$ cat config.mk
export PLATFORM = sky130hd
export DESIGN_NAME = i2c_irq_status
export DESIGN_NICKNAME = d
export VERILOG_FILES = /design/src/rtl/i2c_irq_pkg.sv /design/src/rtl/i2c_tx_flag.sv /design/src/rtl/i2c_addr_cmp.sv /design/src/rtl/i2c_rx_flags.sv /design/src/rtl/i2c_irq_status.sv
export SDC_FILE = /design/constraint.sdc
export NUM_CORES = 1
export LEC_CHECK = 0
export ABC_AREA = 1
export CORE_MARGIN = 2
export CORE_UTILIZATION = 33
export DETAILED_ROUTE_END_ITERATION = 16
export GPL_TIMING_DRIVEN = 0
export PLACE_DENSITY_LB_ADDON = 0.05
export REMOVE_ABC_BUFFERS = 1
export SETUP_SLACK_MARGIN = 0.4
export SLEW_MARGIN = 20
export SYNTH_ARGS = -nofsm -noshare
export SYNTH_HDL_FRONTEND = slang
export SYNTH_HIERARCHICAL = 1
export SYNTH_SLANG_ARGS = --single-unit
$ cat constraint.sdc
create_clock -name clk -period 1.2 [get_ports clk]
set_input_delay 0.18 -clock clk [delete_from_list [all_inputs] [get_ports clk]]
set_output_delay 0.18 -clock clk [all_outputs]
set_load 0.05 [all_outputs]
$ cat src/rtl/i2c_irq_pkg.sv
package i2c_irq_pkg;

  typedef struct packed {
    logic txe;
    logic rxf;
    logic match;
  } i2c_flags_t;

  function automatic logic flags_any(input i2c_flags_t f);
    return f.txe | f.rxf | f.match;
  endfunction

endpackage

$ cat src/rtl/i2c_tx_flag.sv
module i2c_tx_flag (
  input  logic clk,
  input  logic rst_n,
  input  logic en,
  input  logic tx_ie,
  input  logic txbuf_empty,
  input  logic ev_addr_tx,
  input  logic addr_first10,
  input  logic addr_last,
  input  logic addr_read,
  input  logic ev_data_tx,
  input  logic dr_wr,
  output logic txe
);

  logic trig;
  logic txe_d;

  always_comb begin
    trig = ev_data_tx
         | (ev_addr_tx & addr_first10)
         | (ev_addr_tx & addr_last & ~addr_read);
    txe_d = txe;
    if (en && tx_ie && txbuf_empty && trig) begin
      txe_d = 1'b1;
    end
    if (dr_wr) begin
      txe_d = 1'b0;
    end
  end

  always_ff @(posedge clk or negedge rst_n) begin
    if (!rst_n) begin
      txe <= 1'b0;
    end else begin
      txe <= txe_d;
    end
  end

endmodule

$ cat src/rtl/i2c_addr_cmp.sv
module i2c_addr_cmp #(
  parameter int ADDR_W = 7
) (
  input  logic [ADDR_W-1:0] rx_addr,
  input  logic [ADDR_W-1:0] own_addr,
  input  logic              gc_en,
  output logic              hit
);

  logic own_hit;
  logic zero_hit;

  always_comb begin
    own_hit  = (rx_addr == own_addr);
    zero_hit = gc_en && (rx_addr == '0);
    hit      = own_hit | zero_hit;
  end

endmodule

$ cat src/rtl/i2c_rx_flags.sv
module i2c_rx_flags (
  input  logic clk,
  input  logic rst_n,
  input  logic en,
  input  logic slave,
  input  logic interactive,
  input  logic ev_rx_byte,
  input  logic rx_is_addr,
  input  logic rx_dir,
  input  logic addr_hit,
  input  logic ev_rx_lastbit,
  input  logic dr_rd,
  input  logic sr_rd,
  output logic rxf,
  output logic match,
  output logic rd_dir,
  output logic hold
);

  logic addr_ok;
  logic addr_ok_d;
  logic rxf_d;
  logic match_d;
  logic rd_dir_d;
  logic hold_d;
  logic rx_ev;
  logic addr_ev;
  logic rx_set;

  always_comb begin
    rx_ev   = en & ev_rx_byte;
    addr_ev = rx_ev & slave & rx_is_addr;

    if (!slave) begin
      rx_set = rx_ev;
    end else if (interactive) begin
      rx_set = rx_ev;
    end else begin
      rx_set = rx_ev & ~rx_is_addr & addr_ok;
    end

    addr_ok_d = addr_ok;
    rd_dir_d  = rd_dir;
    match_d   = match;
    if (sr_rd) begin
      match_d = 1'b0;
    end
    if (addr_ev) begin
      addr_ok_d = addr_hit;
      rd_dir_d  = rx_dir;
      if (addr_hit) begin
        match_d = 1'b1;
      end
    end

    rxf_d = rxf;
    if (dr_rd) begin
      rxf_d = 1'b0;
    end
    if (rx_set) begin
      rxf_d = 1'b1;
    end

    if (!rxf_d) begin
      hold_d = 1'b0;
    end else begin
      hold_d = hold | (ev_rx_lastbit & rxf);
    end
  end

  always_ff @(posedge clk or negedge rst_n) begin
    if (!rst_n) begin
      addr_ok <= 1'b0;
      rxf     <= 1'b0;
      match   <= 1'b0;
      rd_dir  <= 1'b0;
      hold    <= 1'b0;
    end else begin
      addr_ok <= addr_ok_d;
      rxf     <= rxf_d;
      match   <= match_d;
      rd_dir  <= rd_dir_d;
      hold    <= hold_d;
    end
  end

endmodule

$ cat src/rtl/i2c_irq_status.sv
module i2c_irq_status
  import i2c_irq_pkg::*;
#(
  parameter int ADDR_W = 7
) (
  input  logic              clk,
  input  logic              rst_n,
  input  logic              ctl_enable,
  input  logic              ctl_slave,
  input  logic              ctl_tx_ie,
  input  logic              ctl_gc_en,
  input  logic              ctl_interactive,
  input  logic [ADDR_W-1:0] own_addr,
  input  logic              txbuf_empty,
  input  logic              ev_addr_tx,
  input  logic              addr_tx_first10,
  input  logic              addr_tx_last,
  input  logic              addr_tx_read,
  input  logic              ev_data_tx,
  input  logic              ev_rx_byte,
  input  logic              rx_is_addr,
  input  logic [ADDR_W:0]   rx_byte,
  input  logic              ev_rx_lastbit,
  input  logic              dr_wr,
  input  logic              dr_rd,
  input  logic              sr_rd,
  input  logic              brg_tick,
  output logic              flg_txe,
  output logic              flg_rxf,
  output logic              flg_match,
  output logic              flg_read,
  output logic              irq,
  output logic              scl_hold
);

  localparam int BYTE_W = ADDR_W + 1;

  logic       addr_hit;
  i2c_flags_t flags;

  i2c_tx_flag u_tx_flag (
    .clk          (clk),
    .rst_n        (rst_n),
    .en           (ctl_enable),
    .tx_ie        (ctl_tx_ie),
    .txbuf_empty  (txbuf_empty),
    .ev_addr_tx   (ev_addr_tx),
    .addr_first10 (addr_tx_first10),
    .addr_last    (addr_tx_last),
    .addr_read    (addr_tx_read),
    .ev_data_tx   (ev_data_tx),
    .dr_wr        (dr_wr),
    .txe          (flg_txe)
  );

  i2c_addr_cmp #(.ADDR_W(ADDR_W)) u_addr_cmp (
    .rx_addr  (rx_byte[BYTE_W-1:1]),
    .own_addr (own_addr),
    .gc_en    (ctl_gc_en),
    .hit      (addr_hit)
  );

  i2c_rx_flags u_rx_flags (
    .clk           (clk),
    .rst_n         (rst_n),
    .en            (ctl_enable),
    .slave         (ctl_slave),
    .interactive   (ctl_interactive),
    .ev_rx_byte    (ev_rx_byte),
    .rx_is_addr    (rx_is_addr),
    .rx_dir        (rx_byte[0]),
    .addr_hit      (addr_hit),
    .ev_rx_lastbit (ev_rx_lastbit),
    .dr_rd         (dr_rd),
    .sr_rd         (sr_rd),
    .rxf           (flg_rxf),
    .match         (flg_match),
    .rd_dir        (flg_read),
    .hold          (scl_hold)
  );

  always_comb begin
    flags.txe   = flg_txe;
    flags.rxf   = flg_rxf;
    flags.match = flg_match;
    if (ctl_enable) begin
      irq = flags_any(flags);
    end else begin
      irq = brg_tick;
    end
  end

endmodule

# [After elaboration in Yosys (flattened, before gate mapping)]
# Index checks and enable logic that the tools add are counted.
[classes] eq_ne=1 muxes=11 bitwise=17 n_reduce_logical=6
[op_table] op="$mux W1" n=11
[op_table] op="$and A1 B1 Y1" n=9
[op_table] op="$eq A7 B7 Y1" n=1
[op_table] op="$logic_not A7 Y1" n=1
[op_table] op="$or A1 B1 Y1" n=6
[op_table] op="$logic_and A1 B1 Y1" n=4
[op_table] op="$not A1 Y1" n=2
[op_table] op="$reduce_bool A2 Y1" n=1
[totals] reg_bits=6 wordCells=41

# [Depth between registers and ports, before layout]
[logic_depth] ltp_word=7 depth_mapped=8

# [Modules after synthesis]
# The synthesis kept the hierarchy.
[by_module_without_submodules] module="i2c_rx_flags" instances=1 cells_per_inst=27 area_each_um2=225.2 seq_area_each_um2=125.1
[by_module_without_submodules] module="i2c_addr_cmp" instances=1 cells_per_inst=44 area_each_um2=176.4 seq_area_each_um2=0.0
[by_module_without_submodules] module="i2c_tx_flag" instances=1 cells_per_inst=9 area_each_um2=65.1 seq_area_each_um2=25.0
[by_module_without_submodules] module="i2c_irq_status" instances=1 cells_per_inst=5 area_each_um2=20.0 seq_area_each_um2=0.0

# [Worst setup path after synthesis]
# Ideal clock, no wire load.
[synth_timing] path_kind="reg2out" startpoint="reg u_rx_flags.rxf" endpoint="out irq" arrival_time_ps=1538 t_required_ps=1020 slack_ps=-518 stages_incl_launch_ff=3 path_cell_list="dfrtp_1 -> nor2_1 -> a21oi_1"
[synth_via] elab_chain_len=3
[synth_rtl] item="from (decl)" line="i2c_rx_flags.sv:14" rtl="output logic rxf,"
[synth_rtl] item="from (signal assigned)" line="i2c_rx_flags.sv:80" rtl="rxf <= rxf_d;"
[synth_rtl] item="$or A1 B1 Y1 (2 in a row)" line="i2c_irq_pkg.sv:10" rtl="return f.txe | f.rxf | f.match;"
[synth_rtl] item="$mux W1" line="i2c_irq_status.sv:86" rtl="if (ctl_enable) begin"
[synth_rtl] item="to (decl)" line="i2c_irq_status.sv:32" rtl="output logic irq,"
# No other way between the ends.

# [Final worst setup path]
[layout_timing] startpoint="reg u_tx_flag.txe" endpoint="out irq"
[layout_via] elab_chain_len=3
[layout_rtl] item="from (decl)" line="i2c_tx_flag.sv:13" rtl="output logic txe"
[layout_rtl] item="from (signal assigned)" line="i2c_tx_flag.sv:36" rtl="txe <= txe_d;"
[layout_rtl] item="$or A1 B1 Y1 (2 in a row)" line="i2c_irq_pkg.sv:10"
[layout_rtl] item="$mux W1" line="i2c_irq_status.sv:86"
# No other way between the ends.

==> results <==
- The flow ran to the end, but the final reports show violations.
- The checks that failed: setup timing.
- The later pin in the worst-skew pair is clocked with a latency of about 240 ps.
- On the final layout, the worst clock skew is between 3 and 4 ps.
- The placed instances occupy a cell area of just over 900 µm².
- Clock tree synthesis selected as its root buffer the cell clkbuf_4.
- Of all nets on the critical path, the largest fanout is 3.
- The dominant cell type by area after synthesis is dfrtp_1.
- In this run, distinct cell masters in the synthesized netlist total 16.
- The share of power burned in registers is 0.298.
- Of the total power, the share spent switching nets is 0.340.
- The TritonCTS clock tree is done.
- For this design the top-level I/O count stands at 41.
- The ratio of final minimum period to clock period is 1.10.
- The endpoint type of the worst setup path is an output pin.
- The final antenna diode count is 0.
- Counting every sink on the clock net gives 6.
- Dividing the detail-routed via count by the number of cells gives 4.66.
- In the final layout, the share of cells above drive strength 1 is 0.414.
- The floorplan step set the die width to ~42 µm.
- The maximum number of pins on one net before global-route repair is 7.
- The cell area after layout is between 0.001 and 0.0015 mm².
- Routability-driven placement finished with a final weighted congestion of 0.725.
- The most common cell after layout, fill and taps aside is nand2_1.
- The number of hold-slack violations in the final timing report is 0.
- Of the synthesized area, sequential elements account for 0.308.
- The shortest clock period the worst path allows after layout is roughly 1300 ps.
- The first global-routing pass estimated around 2400 µm of wire.
- The wire length after detailed routing is ~1800 µm.
- The power density of the placed cells is 727 mW/mm².
- The number of antenna violations at the first check in global routing is 0.
- The height of the die is roughly 42 µm.
- The sum of net half-perimeters after detailed placement is ~1200 µm.
- In the routed design, unresolved DRC markers number 0.
- Setup repair after global routing could not meet its margin everywhere.
- In this run the deepest clock path goes through 2 buffers.
- The library cells used most frequently in the layout, excluding fill and tap cells, are nand2_1 (22), inv_1 (16), buf_6 (8).
- The via count of the first global-routing pass is 625.
- Derived from the worst setup path, the maximum achievable clock frequency is ~760 MHz.
- The category of the worst setup path launch point is a register.
- Setup violations remaining at the end of the flow were counted as 1.
- For the pin with the worst max-slew slack, the measured transition is 284 ps.
- The number of max-slew violations in the final report was 0.
- In the global route stage, overall resource usage came out at 0.171.
- The floorplan has 13 rows.
- Across all setup checks in the final design, the least slack found is -121 ps.
- The net switching component of the power is about 0.26 mW.
- The hold slack is about 180 ps.
- The worst path required time is between 1000 and 1500 ps.
- In the post-synthesis netlist, the biggest area contributors are dfrtp_1 (31%), nand2_1 (25%), inv_1 (17%).
- IR analysis of the VDD net gives a maximum drop of roughly 760 µV.
- The tightest min-delay check is of the in2async type.
- The area of the core is 0.00133 mm².
- For the worst setup path, the data arrival time is approximately 1100 ps.
- The count of buffers from port buffering is 40.
- The number of warnings issued by yosys is 6.
- The path type of the worst setup path is reg2out.
- The CTS clock-pin slew for the worst setup and hold paths is 40 ps.
- After synthesis the cells add up to roughly 490 µm².
- The mean instance size in the synthesized netlist is around 5.7 µm².
- The initial core utilization is 0.365.
- The share of total power dissipated in the clock network is 0.239.
- Of the post-synthesis cell area, the dominant cell type holds 0.308.
- In this run the static leakage power is between 0.6 and 0.7 nW.
- The internal power summed over all cells is 0.504 mW.
- The count of max-cap constraint violations is 0.
- The synthesis-to-layout area growth is 116%.
- The share of power burned in combinational logic is 0.462.
- The iteration count of the initial detailed-routing pass is 5.
- The total CTS buffers is 3.
- The die footprint is 0.00180 mm².
- The flop and latch count out of synthesis is 6.
- The final net count is 170.
- For this block, the initial DRC count from the detailed router was 6.
- Hold repair after CTS inserted 0 buffers.
- Synthesis produced a netlist whose cell count is 85.
- The remaining global-route overflow is 0.
- The number of H-tree levels is 1.
- The number of nets still failing antenna checks after routing is 0.
- After detailed routing, the average wire length per cell comes to 12.0 µm.
- For this block, the via count after detailed routing is between 600 and 700.
- The share of the core filled with cells is 0.787.
- Measured against its own limit, the worst slew margin works out to 0.810.
==> cell type report <==
type	instances	area [µm²]
repair buffers	45	430
multi-input cells	55	332
fillers	103	284
flip-flops and latches	6	150
inverters	24	96.3
clock buffers	3	22.5
well taps	15	18.8
==> final timing paths <==
kind	startpoint	end	slack (ps)	depth (start not counted)
max	u_tx_flag/txe	irq	-120	3
min	rst_n	u_rx_flags/hold	180	1
max reg2reg	u_rx_flags/rxf	u_rx_flags/hold	370	3
min reg2reg	u_rx_flags/addr_ok	u_rx_flags/addr_ok	500	2
max in group asynchronous	rst_n	u_rx_flags/addr_ok	800	1
min in group clk	addr_tx_read	u_tx_flag/txe	380	6
==> what timing repair did <==
action / 4_1_cts / 5_1_grt
pin swaps: 19 / 21
endpoints found under the setup margin: 12 / 11
cloned: 0 / 0
setup buffers: 2 / 3
resized for setup: 93 / 51
==> synthesized netlist by cell type (all sizes together) <==
cell,count
and3,1
nand2,32
o21bai,1
clkinv,1
dfrtp,6
a21oi,5
inv,23
nand3,4
nand4,1
nor2,8
o21ai,2
o22ai,1
==> power by group through the flow <==
stage | combinational, mW | sequential, mW | clock, mW
finish | 0.353 | 0.228 | 0.183
floorplan | 0.0801 | 0.273 | 0
CTS | 0.288 | 0.226 | 0.188
global route | 0.379 | 0.229 | 0.198
global placement | 0.286 | 0.227 | 0
detailed placement | 0.293 | 0.229 | 0
==> through the flow <==
step,power (mW),worst slack (ps),std cells,TNS [ps]
6_report,0.763,-121,148,-121
5_1_grt,0.805,-176,148,-176
4_1_cts,0.703,18.6,145,0
3_5_place_dp,0.522,-640,140,-1790
3_3_place_gp,0.514,-647,140,-1660
2_1_floorplan,0.353,-518,85,-518
==> critical path, stage by stage, from the launching register on <==
cell and delay, ps:
dfrtp_1 370, nor2_1 60, a21oi_1 220, buf_4 240
==> flip-flops by register name (all words and copies together), names as in the netlist <==
name / cells
u_rx_flags/rxf: 1
u_rx_flags/rd_dir: 1
u_tx_flag/txe: 1
u_rx_flags/match: 1
u_rx_flags/addr_ok: 1
u_rx_flags/hold: 1
==> logic make-up (layout without fill, tap and decap cells) <==
family          count (synthesis)  in the layout  share of synthesized area
simple gates                   46             46                      0.391
buf+inv                        24             72                      0.185
compound gates                  9              9                      0.116
flops                           6              6                      0.308
==> routing by layer <==
metal  part of all wire  vias up  global-route usage
met4              0.013        0              0.0188
met3              0.081        4              0.0862
met1               0.39      307               0.189
li1                   -      346                   -
met2               0.51       33               0.302
met5                  0        -                   0
Note: power is estimated with default switching activity, not from simulation.
